**src/rtl/rcv_pkg.sv**
```systemverilog
package rcv_pkg;
  typedef enum logic [2:0] {
    ST_IDLE  = 3'd0,
    ST_FLUSH = 3'd1,
    ST_PC    = 3'd2,
    ST_REGS  = 3'd3,
    ST_MEM   = 3'd4,
    ST_DONE  = 3'd5
  } rcv_state_e;

  typedef enum logic {
    PH_READ  = 1'b0,
    PH_WRITE = 1'b1
  } xfer_phase_e;
endpackage

```
**src/rtl/store_addr_table.sv**
```systemverilog
module store_addr_table #(
  parameter int AW    = 32,
  parameter int DEPTH = 32,
  parameter int XW    = 6,
  localparam int CW   = $clog2(DEPTH + 1)
) (
  input  logic          clk,
  input  logic          rst_n,
  input  logic          wr_en,
  input  logic [AW-1:0] wr_addr,
  input  logic          clr,
  input  logic [XW-1:0] rd_idx,
  output logic [AW-1:0] rd_addr,
  output logic [CW-1:0] count,
  output logic          ovf
);
  logic [AW-1:0]    ent [DEPTH];
  logic [DEPTH-1:0] match;
  logic             hit, full, ins, lose;
  logic [CW-1:0]    count_nxt;
  logic             ovf_nxt;

  for (genvar i = 0; i < DEPTH; i++) begin : g_ent
    assign match[i] = (CW'(i) < count) && (ent[i] == wr_addr);
    always_ff @(posedge clk) begin
      if (ins && (count == CW'(i))) ent[i] <= wr_addr;
    end
  end

  assign hit  = |match;
  assign full = (count == CW'(DEPTH));
  assign ins  = wr_en && !hit && !full;
  assign lose = wr_en && !hit && full;

  always_comb begin
    rd_addr = '0;
    for (int i = 0; i < DEPTH; i++) begin
      if (rd_idx == XW'(i)) rd_addr = ent[i];
    end
  end

  always_comb begin
    count_nxt = count;
    ovf_nxt   = ovf;
    if (clr) begin
      count_nxt = '0;
      ovf_nxt   = 1'b0;
    end else begin
      if (ins)  count_nxt = count + CW'(1);
      if (lose) ovf_nxt   = 1'b1;
    end
  end

  always_ff @(posedge clk or negedge rst_n) begin
    if (!rst_n) begin
      count <= '0;
      ovf   <= 1'b0;
    end else begin
      count <= count_nxt;
      ovf   <= ovf_nxt;
    end
  end
endmodule

```
**src/rtl/recov_seq.sv**
```systemverilog
module recov_seq
  import rcv_pkg::*;
#(
  parameter int AW    = 32,
  parameter int DW    = 32,
  parameter int PCW   = 32,
  parameter int NREG  = 32,
  parameter int DEPTH = 32,
  parameter int XW    = 6,
  localparam int CW   = $clog2(DEPTH + 1)
) (
  input  logic           clk,
  input  logic           rst_n,
  input  logic           deviate,
  input  logic [PCW-1:0] dev_pc,
  input  logic [CW-1:0]  tbl_count,
  input  logic [AW-1:0]  tbl_addr,
  output logic [XW-1:0]  tbl_idx,
  output logic           busy,
  output logic           flush,
  output logic           pc_load,
  output logic [PCW-1:0] pc_value,
  output logic           src_req,
  output logic           src_mem,
  output logic [AW-1:0]  src_addr,
  input  logic           src_ack,
  input  logic [DW-1:0]  src_data,
  output logic           dst_req,
  output logic           dst_mem,
  output logic [AW-1:0]  dst_addr,
  output logic [DW-1:0]  dst_data,
  input  logic           dst_ack,
  output logic           done
);
  rcv_state_e  state, state_nxt;
  xfer_phase_e phase, phase_nxt;
  logic [XW-1:0]  idx, idx_nxt;
  logic [DW-1:0]  buf_q;
  logic [PCW-1:0] pc_q;
  logic           pc_en, buf_en, copying, last_reg, last_mem;
  logic [AW-1:0]  cur_addr;

  assign copying  = (state == ST_REGS) || (state == ST_MEM);
  assign last_reg = (idx == XW'(NREG - 1));
  assign last_mem = (XW'(idx + XW'(1)) == XW'(tbl_count));
  assign pc_en    = (state == ST_IDLE) && deviate;
  assign buf_en   = copying && (phase == PH_READ) && src_ack;
  assign cur_addr = (state == ST_MEM) ? tbl_addr : AW'(idx);

  always_comb begin
    state_nxt = state;
    phase_nxt = phase;
    idx_nxt   = idx;
    unique case (state)
      ST_IDLE:  if (deviate) state_nxt = ST_FLUSH;
      ST_FLUSH: state_nxt = ST_PC;
      ST_PC: begin
        state_nxt = ST_REGS;
        phase_nxt = PH_READ;
        idx_nxt   = '0;
      end
      ST_REGS, ST_MEM: begin
        if (phase == PH_READ) begin
          if (src_ack) phase_nxt = PH_WRITE;
        end else if (dst_ack) begin
          phase_nxt = PH_READ;
          if (state == ST_REGS && last_reg) begin
            idx_nxt   = '0;
            state_nxt = (tbl_count == '0) ? ST_DONE : ST_MEM;
          end else if (state == ST_MEM && last_mem) begin
            state_nxt = ST_DONE;
          end else begin
            idx_nxt = idx + XW'(1);
          end
        end
      end
      ST_DONE:  state_nxt = ST_IDLE;
      default:  state_nxt = ST_IDLE;
    endcase
  end

  always_ff @(posedge clk or negedge rst_n) begin
    if (!rst_n) begin
      state <= ST_IDLE;
      phase <= PH_READ;
      idx   <= '0;
    end else begin
      state <= state_nxt;
      phase <= phase_nxt;
      idx   <= idx_nxt;
    end
  end

  always_ff @(posedge clk) begin
    if (pc_en)  pc_q  <= dev_pc;
    if (buf_en) buf_q <= src_data;
  end

  assign tbl_idx  = idx;
  assign busy     = (state != ST_IDLE);
  assign flush    = (state == ST_FLUSH);
  assign pc_load  = (state == ST_PC);
  assign pc_value = pc_q;
  assign src_req  = copying && (phase == PH_READ);
  assign dst_req  = copying && (phase == PH_WRITE);
  assign src_mem  = (state == ST_MEM);
  assign dst_mem  = (state == ST_MEM);
  assign src_addr = cur_addr;
  assign dst_addr = cur_addr;
  assign dst_data = buf_q;
  assign done     = (state == ST_DONE);
endmodule

```
**src/rtl/lead_recovery_ctrl.sv**
```systemverilog
module lead_recovery_ctrl #(
  parameter int AW    = 32,
  parameter int DW    = 32,
  parameter int PCW   = 32,
  parameter int NREG  = 32,
  parameter int DEPTH = 32
) (
  input  logic           clk,
  input  logic           rst_n,
  input  logic           st_valid,
  input  logic [AW-1:0]  st_addr,
  input  logic           deviate,
  input  logic [PCW-1:0] dev_pc,
  output logic           lead_stall,
  output logic           dbuf_flush,
  output logic           pc_load,
  output logic [PCW-1:0] pc_value,
  output logic           pred_backup,
  output logic           src_req,
  output logic           src_mem,
  output logic [AW-1:0]  src_addr,
  input  logic           src_ack,
  input  logic [DW-1:0]  src_data,
  output logic           dst_req,
  output logic           dst_mem,
  output logic [AW-1:0]  dst_addr,
  output logic [DW-1:0]  dst_data,
  input  logic           dst_ack,
  output logic           rec_done,
  output logic           rec_incomplete
);
  localparam int RIW = (NREG > 1) ? $clog2(NREG) : 1;
  localparam int TIW = $clog2(DEPTH + 1);
  localparam int XW  = ((RIW > TIW) ? RIW : TIW) + 1;
  localparam int CW  = $clog2(DEPTH + 1);

  logic [CW-1:0] tbl_count;
  logic [AW-1:0] tbl_addr;
  logic [XW-1:0] tbl_idx;
  logic          tbl_ovf, busy, done;

  store_addr_table #(.AW(AW), .DEPTH(DEPTH), .XW(XW)) u_table (
    .clk     (clk),
    .rst_n   (rst_n),
    .wr_en   (st_valid && !busy),
    .wr_addr (st_addr),
    .clr     (done),
    .rd_idx  (tbl_idx),
    .rd_addr (tbl_addr),
    .count   (tbl_count),
    .ovf     (tbl_ovf)
  );

  recov_seq #(.AW(AW), .DW(DW), .PCW(PCW), .NREG(NREG), .DEPTH(DEPTH), .XW(XW)) u_seq (
    .clk       (clk),
    .rst_n     (rst_n),
    .deviate   (deviate),
    .dev_pc    (dev_pc),
    .tbl_count (tbl_count),
    .tbl_addr  (tbl_addr),
    .tbl_idx   (tbl_idx),
    .busy      (busy),
    .flush     (dbuf_flush),
    .pc_load   (pc_load),
    .pc_value  (pc_value),
    .src_req   (src_req),
    .src_mem   (src_mem),
    .src_addr  (src_addr),
    .src_ack   (src_ack),
    .src_data  (src_data),
    .dst_req   (dst_req),
    .dst_mem   (dst_mem),
    .dst_addr  (dst_addr),
    .dst_data  (dst_data),
    .dst_ack   (dst_ack),
    .done      (done)
  );

  assign lead_stall     = busy;
  assign pred_backup    = pc_load;
  assign rec_done       = done;
  assign rec_incomplete = done && tbl_ovf;
endmodule

```
**config.mk**
```make
export PLATFORM = sky130hd
export DESIGN_NAME = lead_recovery_ctrl
export DESIGN_NICKNAME = d
export VERILOG_FILES = /design/src/rtl/rcv_pkg.sv /design/src/rtl/store_addr_table.sv /design/src/rtl/recov_seq.sv /design/src/rtl/lead_recovery_ctrl.sv
export SDC_FILE = /design/constraint.sdc
export NUM_CORES = 2
export LEC_CHECK = 0
export ABC_AREA = 1
export BUFFER_PORTS_ARGS = -buffer_cell sky130_fd_sc_hd__buf_2
export CAP_MARGIN = 15
export CORE_MARGIN = 5
export CORE_UTILIZATION = 40
export DETAILED_ROUTE_END_ITERATION = 10
export PLACE_DENSITY = 0.58
export SKIP_LAST_GASP = 1
export SLEW_MARGIN = 5
export SYNTH_ARGS = -nofsm -noshare
export SYNTH_HDL_FRONTEND = slang
export SYNTH_SLANG_ARGS = --single-unit
```
**constraint.sdc**
```tcl
create_clock -name clk -period 6.65 [get_ports clk]
set_input_delay 0.3325 -clock clk [delete_from_list [all_inputs] [get_ports clk]]
set_output_delay 0.3325 -clock clk [all_outputs]
set_load 0.01 [all_outputs]
```
Word-level counts from Yosys, hierarchy flattened
Memories as Yosys holds them, arrays and structs flattened.
Cells that the tools add are included.

storage, ports and cells
  register bits after elaboration = 82
  input bits = 102
  output and inout port bits = 138
  logic and storage cells = 480
  RAM bits = 1,024
  memories = 1

memory list
  memory       words  width  rd ports  clocked after Yosys merged registers in  wr ports  RTL line                source
  u_table.ent  32     32     32        0                                        1         store_addr_table.sv:17  logic [AW-1:0] ent [DEPTH];

operators by class
  eq/ne operators = 106
  multiplexer cells = 210
  add/subtract/negate cells = 2
  reduce and logical (&&, ||, !) cells = 121
  order comparisons = 32
  bitwise operators = 1

operators by type and width
  cell                                               number
  2-to-1 mux 32 bit                                  64
  == test 32 bit                                     32
  OR reduction 32 bit                                32
  2-to-1 mux 5 bit                                   31
  == test 7 x 5 -> 1 bit, second input constant      16
  2-to-1 mux 1 bit                                   101
  == test 6 x 5 -> 1 bit, second input constant      16
  < comparator 5 x 6 -> 1 bit, first input constant  16
  logical AND 1 bit                                  75
  == test 7 x 4 -> 1 bit, second input constant      8
  == test 6 x 4 -> 1 bit, second input constant      8
  < comparator 4 x 6 -> 1 bit, first input constant  8
  == test 7 x 3 -> 1 bit, second input constant      4
  2-to-1 mux 7 bit                                   4
  == test 6 x 3 -> 1 bit, second input constant      4
  < comparator 3 x 6 -> 1 bit, first input constant  4
  2-to-1 mux 3 bit                                   5
  == test 7 x 2 -> 1 bit, second input constant      2
  one-hot mux 7 bit (2 select lines)                 1
  == test 6 x 2 -> 1 bit, second input constant      2
  < comparator 1 x 6 -> 1 bit, first input constant  2
  < comparator 2 x 6 -> 1 bit, first input constant  2
  2-to-1 mux 6 bit                                   2
  one-hot mux 3 bit (4 select lines)                 1
  24 further kinds                                   32

Logic depth before layout (Yosys ltp)
An unclocked memory read counts as a cell.

  depth in word-level cells = 42
  gate-level depth with buffers = 39
  depth with buffers taken out = 37

By module
From an unflattened synthesis, not the netlist that was laid out.

second synthesis, totals
  cell total of the unflattened synthesis = 5,641
  area total of the unflattened synthesis = 56,619.3 sq um

by module, submodules not included
  module              cells an instance  instances  seq. area each (sq um)  area each (sq um)
  store_addr_table    5,333              1          30,924.7                53,197.3
  recov_seq           303                1          2,197.1                 3,397.0
  lead_recovery_ctrl  5                  1          0.0                     25.0

Worst setup path before layout
Ideal clock, no wire load.

  kind = reg-to-reg
  start = register u_table.count[5]
  end = memory u_table.ent[12][0], in the netlist u_table.ent[0][384], enable pin
  arrival = 5,547 ps
  buffers on the path = 2
  library setup time = 502 ps
  stages on the path, launching flop included = 16
  slack = 601 ps
  cells stage by stage = dfrtp_1 buf_2 nor2_4 inv_2 nor2_2 inv_2 nor2_1 inv_1 o211ai_1 o32ai_1 nor4_1 nand3_1 nor3_4 nand2_1 clkbuf_1 nor4_1

on the way
  cells in the longest elaborated chain, start to end = 41
  elaborated cells between the ends (all ways) = 291
  classes of those cells = 32 x order compare; 32 x eq/ne; 126 x mux; 101 x reduce/logical

RTL lines
  what                                                                           RTL line                source
  start: declaration                                                             store_addr_table.sv:14  output logic [CW-1:0] count,
  start signal: assignment                                                       store_addr_table.sv:59  count <= count_nxt;
  < comparator 1 x 6 -> 1 bit (tied with other cells)                            store_addr_table.sv:24  assign match[i] = (CW'(i) < count) && (ent[i] == wr_addr);
  logical AND 1 bit                                                              store_addr_table.sv:24
  OR reduction 32 bit                                                            store_addr_table.sv:30  assign hit = |match;
  zero test 1 bit                                                                store_addr_table.sv:32  assign ins = wr_en && !hit && !full;
  logical AND 1 bit (2 in series)                                                store_addr_table.sv:32
  logical AND 1 bit                                                              store_addr_table.sv:26  if (ins && (count == CW'(i))) ent[i] <= wr_addr;
  2-to-1 mux 1 bit                                                               store_addr_table.sv:26
  2-to-1 mux 1 bit (not written as such)                                         store_addr_table.sv:26
  OR reduction 32 bit (no line)                                                  n/a
  2-to-1 mux 5 bit (no line) or 2-to-1 mux 1 bit (tied branches) (31 in series)  n/a
  end: declaration                                                               store_addr_table.sv:17

Parallel ways exist; a longest one is shown, timed or not.

Worst setup path after layout
  start = register u_seq.idx[0], in the netlist u_seq.tbl_idx[0]
  end = output port src_addr[7]

on the way
  cells in the longest elaborated chain, start to end = 34
  elaborated cells between the ends (all ways) = 65
  classes of those cells = 31 x eq/ne; 33 x mux; 1 x reduce/logical

RTL lines
  what                              RTL line                  source
  start: declaration                recov_seq.sv:37           logic [XW-1:0] idx, idx_nxt;
  start signal: assignment          recov_seq.sv:90           idx <= idx_nxt;
  zero test 7 bit                   store_addr_table.sv:38    if (rd_idx == XW'(i)) rd_addr = ent[i];
  2-to-1 mux 32 bit (31 in series)  store_addr_table.sv:38
  2-to-1 mux 32 bit (*)             store_addr_table.sv:38
  2-to-1 mux 32 bit (*)             recov_seq.sv:48           assign cur_addr = (state == ST_MEM) ? tbl_addr : AW'(idx);
  end: declaration                  lead_recovery_ctrl.sv:21  output logic [AW-1:0] src_addr,

Mark *: on every way between the ends. The rest lies on a longest branch, timed or not.

==> run summary <==
status: completed
initial antenna violation count: 24
vias in the first global route: 46,321
XOR/XNOR Fraction of Synth Area: 0.0861
Worst Skew: 0.0401 ns
syn_nets: 5,928
total grt overflow: 0
# DRC: 0
Worst path depth: 35
crit path time final: 6.48 ns
Post-DP HPWL: 177,000 um
maxcap violations: 0
critical path fanouts, max: 6
DRT Pass-1 Iters: 7
fmax: 154 MHz
Initial Utilization: 0.402
register area: 33,100 sq um
H-Tree Depth: 4
synthesized area: 57,800 sq um
post-synthesis simple-gate area fraction: 0.201
total power draw: 21.9 mW
critical path buffer and inverter count: 3
port buffer count: 239
Die Height: 390 um
most common cell after layout, fill and taps aside: nand2_1
Slew Viols, Final: 0
Switching Share: 0.372
total track usage: 0.319
Synth Warn #: 0
Via-to-Cell Ratio: 6.07
CP endpoint kind: output pin
global-route wire length before repair: 347,000 um
synthesized flop and latch total: 1,106
Leak: 24.4 nW
Crit path required time: 6.32 ns
most frequent cells in the layout: nand2_1, edfxtp_1, nand3_1
Wirelength per Cell: 30.7 um
clock sinks: 1,106
RSZ-0062 raised after global routing: yes
Layout Nets: 6,259
Slowest-stage cell, CP: dfrtp_1
core area: 144,000 sq um
full die area: 152,000 sq um
area grow syn2layout: 15.9%
insertion delay to the later sink of the worst-skew pair: 0.79 ns
worst min-delay path class: input port to register
global placement routability congestion: 1.00
Worst Setup Start Kind: register
ys async rst share: 0.0163
Worst EP arrival: 6.15 ns
layout cells sized above 1: 0.144
combinational family with the most area after synthesis: simple AND/OR/NAND/NOR gates
setup violators final: 0
ANT nets after route: 0
max_slew headroom: 0.243
clk buf depth: 3
Root Buffer: clkbuf_16
post-synthesis mux area share: 0
pin count of the biggest net entering global routing: 68
worst reg2reg path depth: 19
CTS tree: built
peak per-stage delay on the critical path: 0.45 ns
CP top delay family: simple AND/OR/NAND/NOR gates
Worst Hold Path Cells: 1
Post-Synthesis Cells: 5,819
final hold vios: 0
Peak supply drop: 227 uV
power share of the combinational group: 0.312
Slew @ Worst Pin: 1.13 ns
register area share after synthesis: 0.573
Clock power frac: 0.324
Netlist cell types: 64
num ports: 240
Vias: 49,545
adder-cell area share of the yosys netlist: 0.00152
most frequent CP cell: nand2_1
Power Density: 328 nW/um^2
P_int: 13.8 mW
final worst path period share: 0.975
cts bufs inserted: 130
WHS: 0.0571 ns
Post-synth EDFFs: 1,088
Synth Area in Compound Gates: 0.0843
WL final: 251,000 um
Synth Flop Type: edfxtp_1
fillcell total: 13,403
row count: 139
Die W: 390 um
Reg clk slew, reported paths: 0.06 ns
mean post-synth cell area: 9.93 sq um
Sw Pwr: 8.16 mW
kind of critical path: register to output pin
Seq pwr share: 0.364
number of DRC markers in iteration 0: 7,796
Multi-input gate area: 21,700 sq um
## final cells by class
cell class,instances,area share
well taps,1903,0.0356
repair buffers,553,0.0616
clock inverters,65,0.00777
diodes,11,0.000411
repair inverters,1,0.0000747
inverters,375,0.0213
multi-input cells,3983,0.325
flip-flops and latches,1106,0.495
clock buffers,168,0.0538
## sequential cells by signal, indices dropped and copies added, names as in the netlist
| register | count |
|---|---|
| u_seq.dst_data | 32 |
| u_table.ovf | 1 |
| u_seq.pc_value | 32 |
| u_table.ent | 1024 |
| u_table.count | 6 |
| u_seq.state | 3 |
| u_seq.tbl_idx | 7 |
| u_seq.phase | 1 |
## kinds of logic after synthesis
logic type	after synthesis
AO/OA/AOI/OAI	815
XOR/XNOR	568
adder cells (fa/ha/maj)	7
buffers and inverters	730
flip-flops	1106
AND/OR/NAND/NOR	2593
## power by group through the flow
stage	Combinational, mW	Clock [mW]	Sequential (mW)
finish	6.85	7.11	7.98
global route	7.20	7.44	7.99
CTS	6.53	7.12	7.98
detailed placement	6.46	0	8.12
global placement	6.46	0	8.12
floorplan	3.34	0	8.12
## through the flow
step	setup WS [ns]	util	cell area (sq um)	cells	TNS, ns
final	0.167	0.466	67000	8165	0
after global routing	-0.0128	0.466	66900	8155	-0.0488
after CTS	0.0470	0.465	66700	8138	0
after detailed placement	0.680	0.430	61800	7823	0
after global placement	0.723	0.430	61800	7823	0
after floorplan	0.601	-	57800	5819	0
## worst paths after layout
path / start / slack [ns] / to
min in group asynchronous: rst_n / 0.12 / u_table.ovf
max: u_seq.tbl_idx[0] / 0.17 / src_addr[7]
min reg2reg: u_table.ovf / 0.52 / u_table.ovf
max in group asynchronous: rst_n / 6.15 / u_seq.tbl_idx[4]
max reg2reg: u_table.count[1] / 1.28 / u_table.ent[1][39]
min: st_addr[12] / 0.06 / u_table.ent[1][44]
## cells in the mapped netlist (5+ instances only)
cell type	number	area (sq um)
xnor2_1	373	3270
clkinv_1	20	75.1
a22o_1	19	166
a221oi_1	63	552
nor2_1	306	1150
nor2_4	6	67.6
buf_1	35	131
xor2_1	195	1710
ha_1	7	87.6
nor3_1	30	150
o221ai_1	6	52.6
a2111oi_0	10	87.6
or2_2	161	1010
and3_1	5	31.3
o211ai_1	22	165
nand4_1	113	707
a21oi_1	273	1370
dfrtp_1	18	450
o2111ai_1	15	131
a211oi_1	7	52.6
nand2_1	1349	5060
clkbuf_1	138	518
o32ai_1	7	61.3
edfxtp_1	1088	32700
buf_4	44	330
a221o_1	6	60.1
nand3_1	462	2310
nand3b_1	6	45.0
nor2_2	6	37.5
buf_2	129	646
buf_6	5	56.3
inv_1	343	1290
o21ai_0	202	1010
nor4b_1	16	140
o21ai_1	24	120
o22ai_1	134	838
nor4_1	115	719
a22oi_1	5	37.5
inv_2	12	45.0
## per-layer routing
layer | wire length (um) | part of all wire | global-route usage | up-vias
met3 | 32800 | 0.13 | 0.0827 | 707
met1 | 95600 | 0.38 | 0.429 | 24032
li1 | - | - | - | 20994
met5 | 63 | 0.00025 | 0 | -
met4 | 15000 | 0.060 | 0.158 | 10
met2 | 108000 | 0.43 | 0.479 | 3802
## repair_timing
item,in CTS,in global routing
setup endpoints to repair,10,43
gates resized for setup,2,18
hold endpoints to repair,137,0
buffers inserted,0,14
gates cloned,0,1
hold buffers,82,0
pin swaps,1,3
Note: power is estimated with default switching activity, not from simulation.
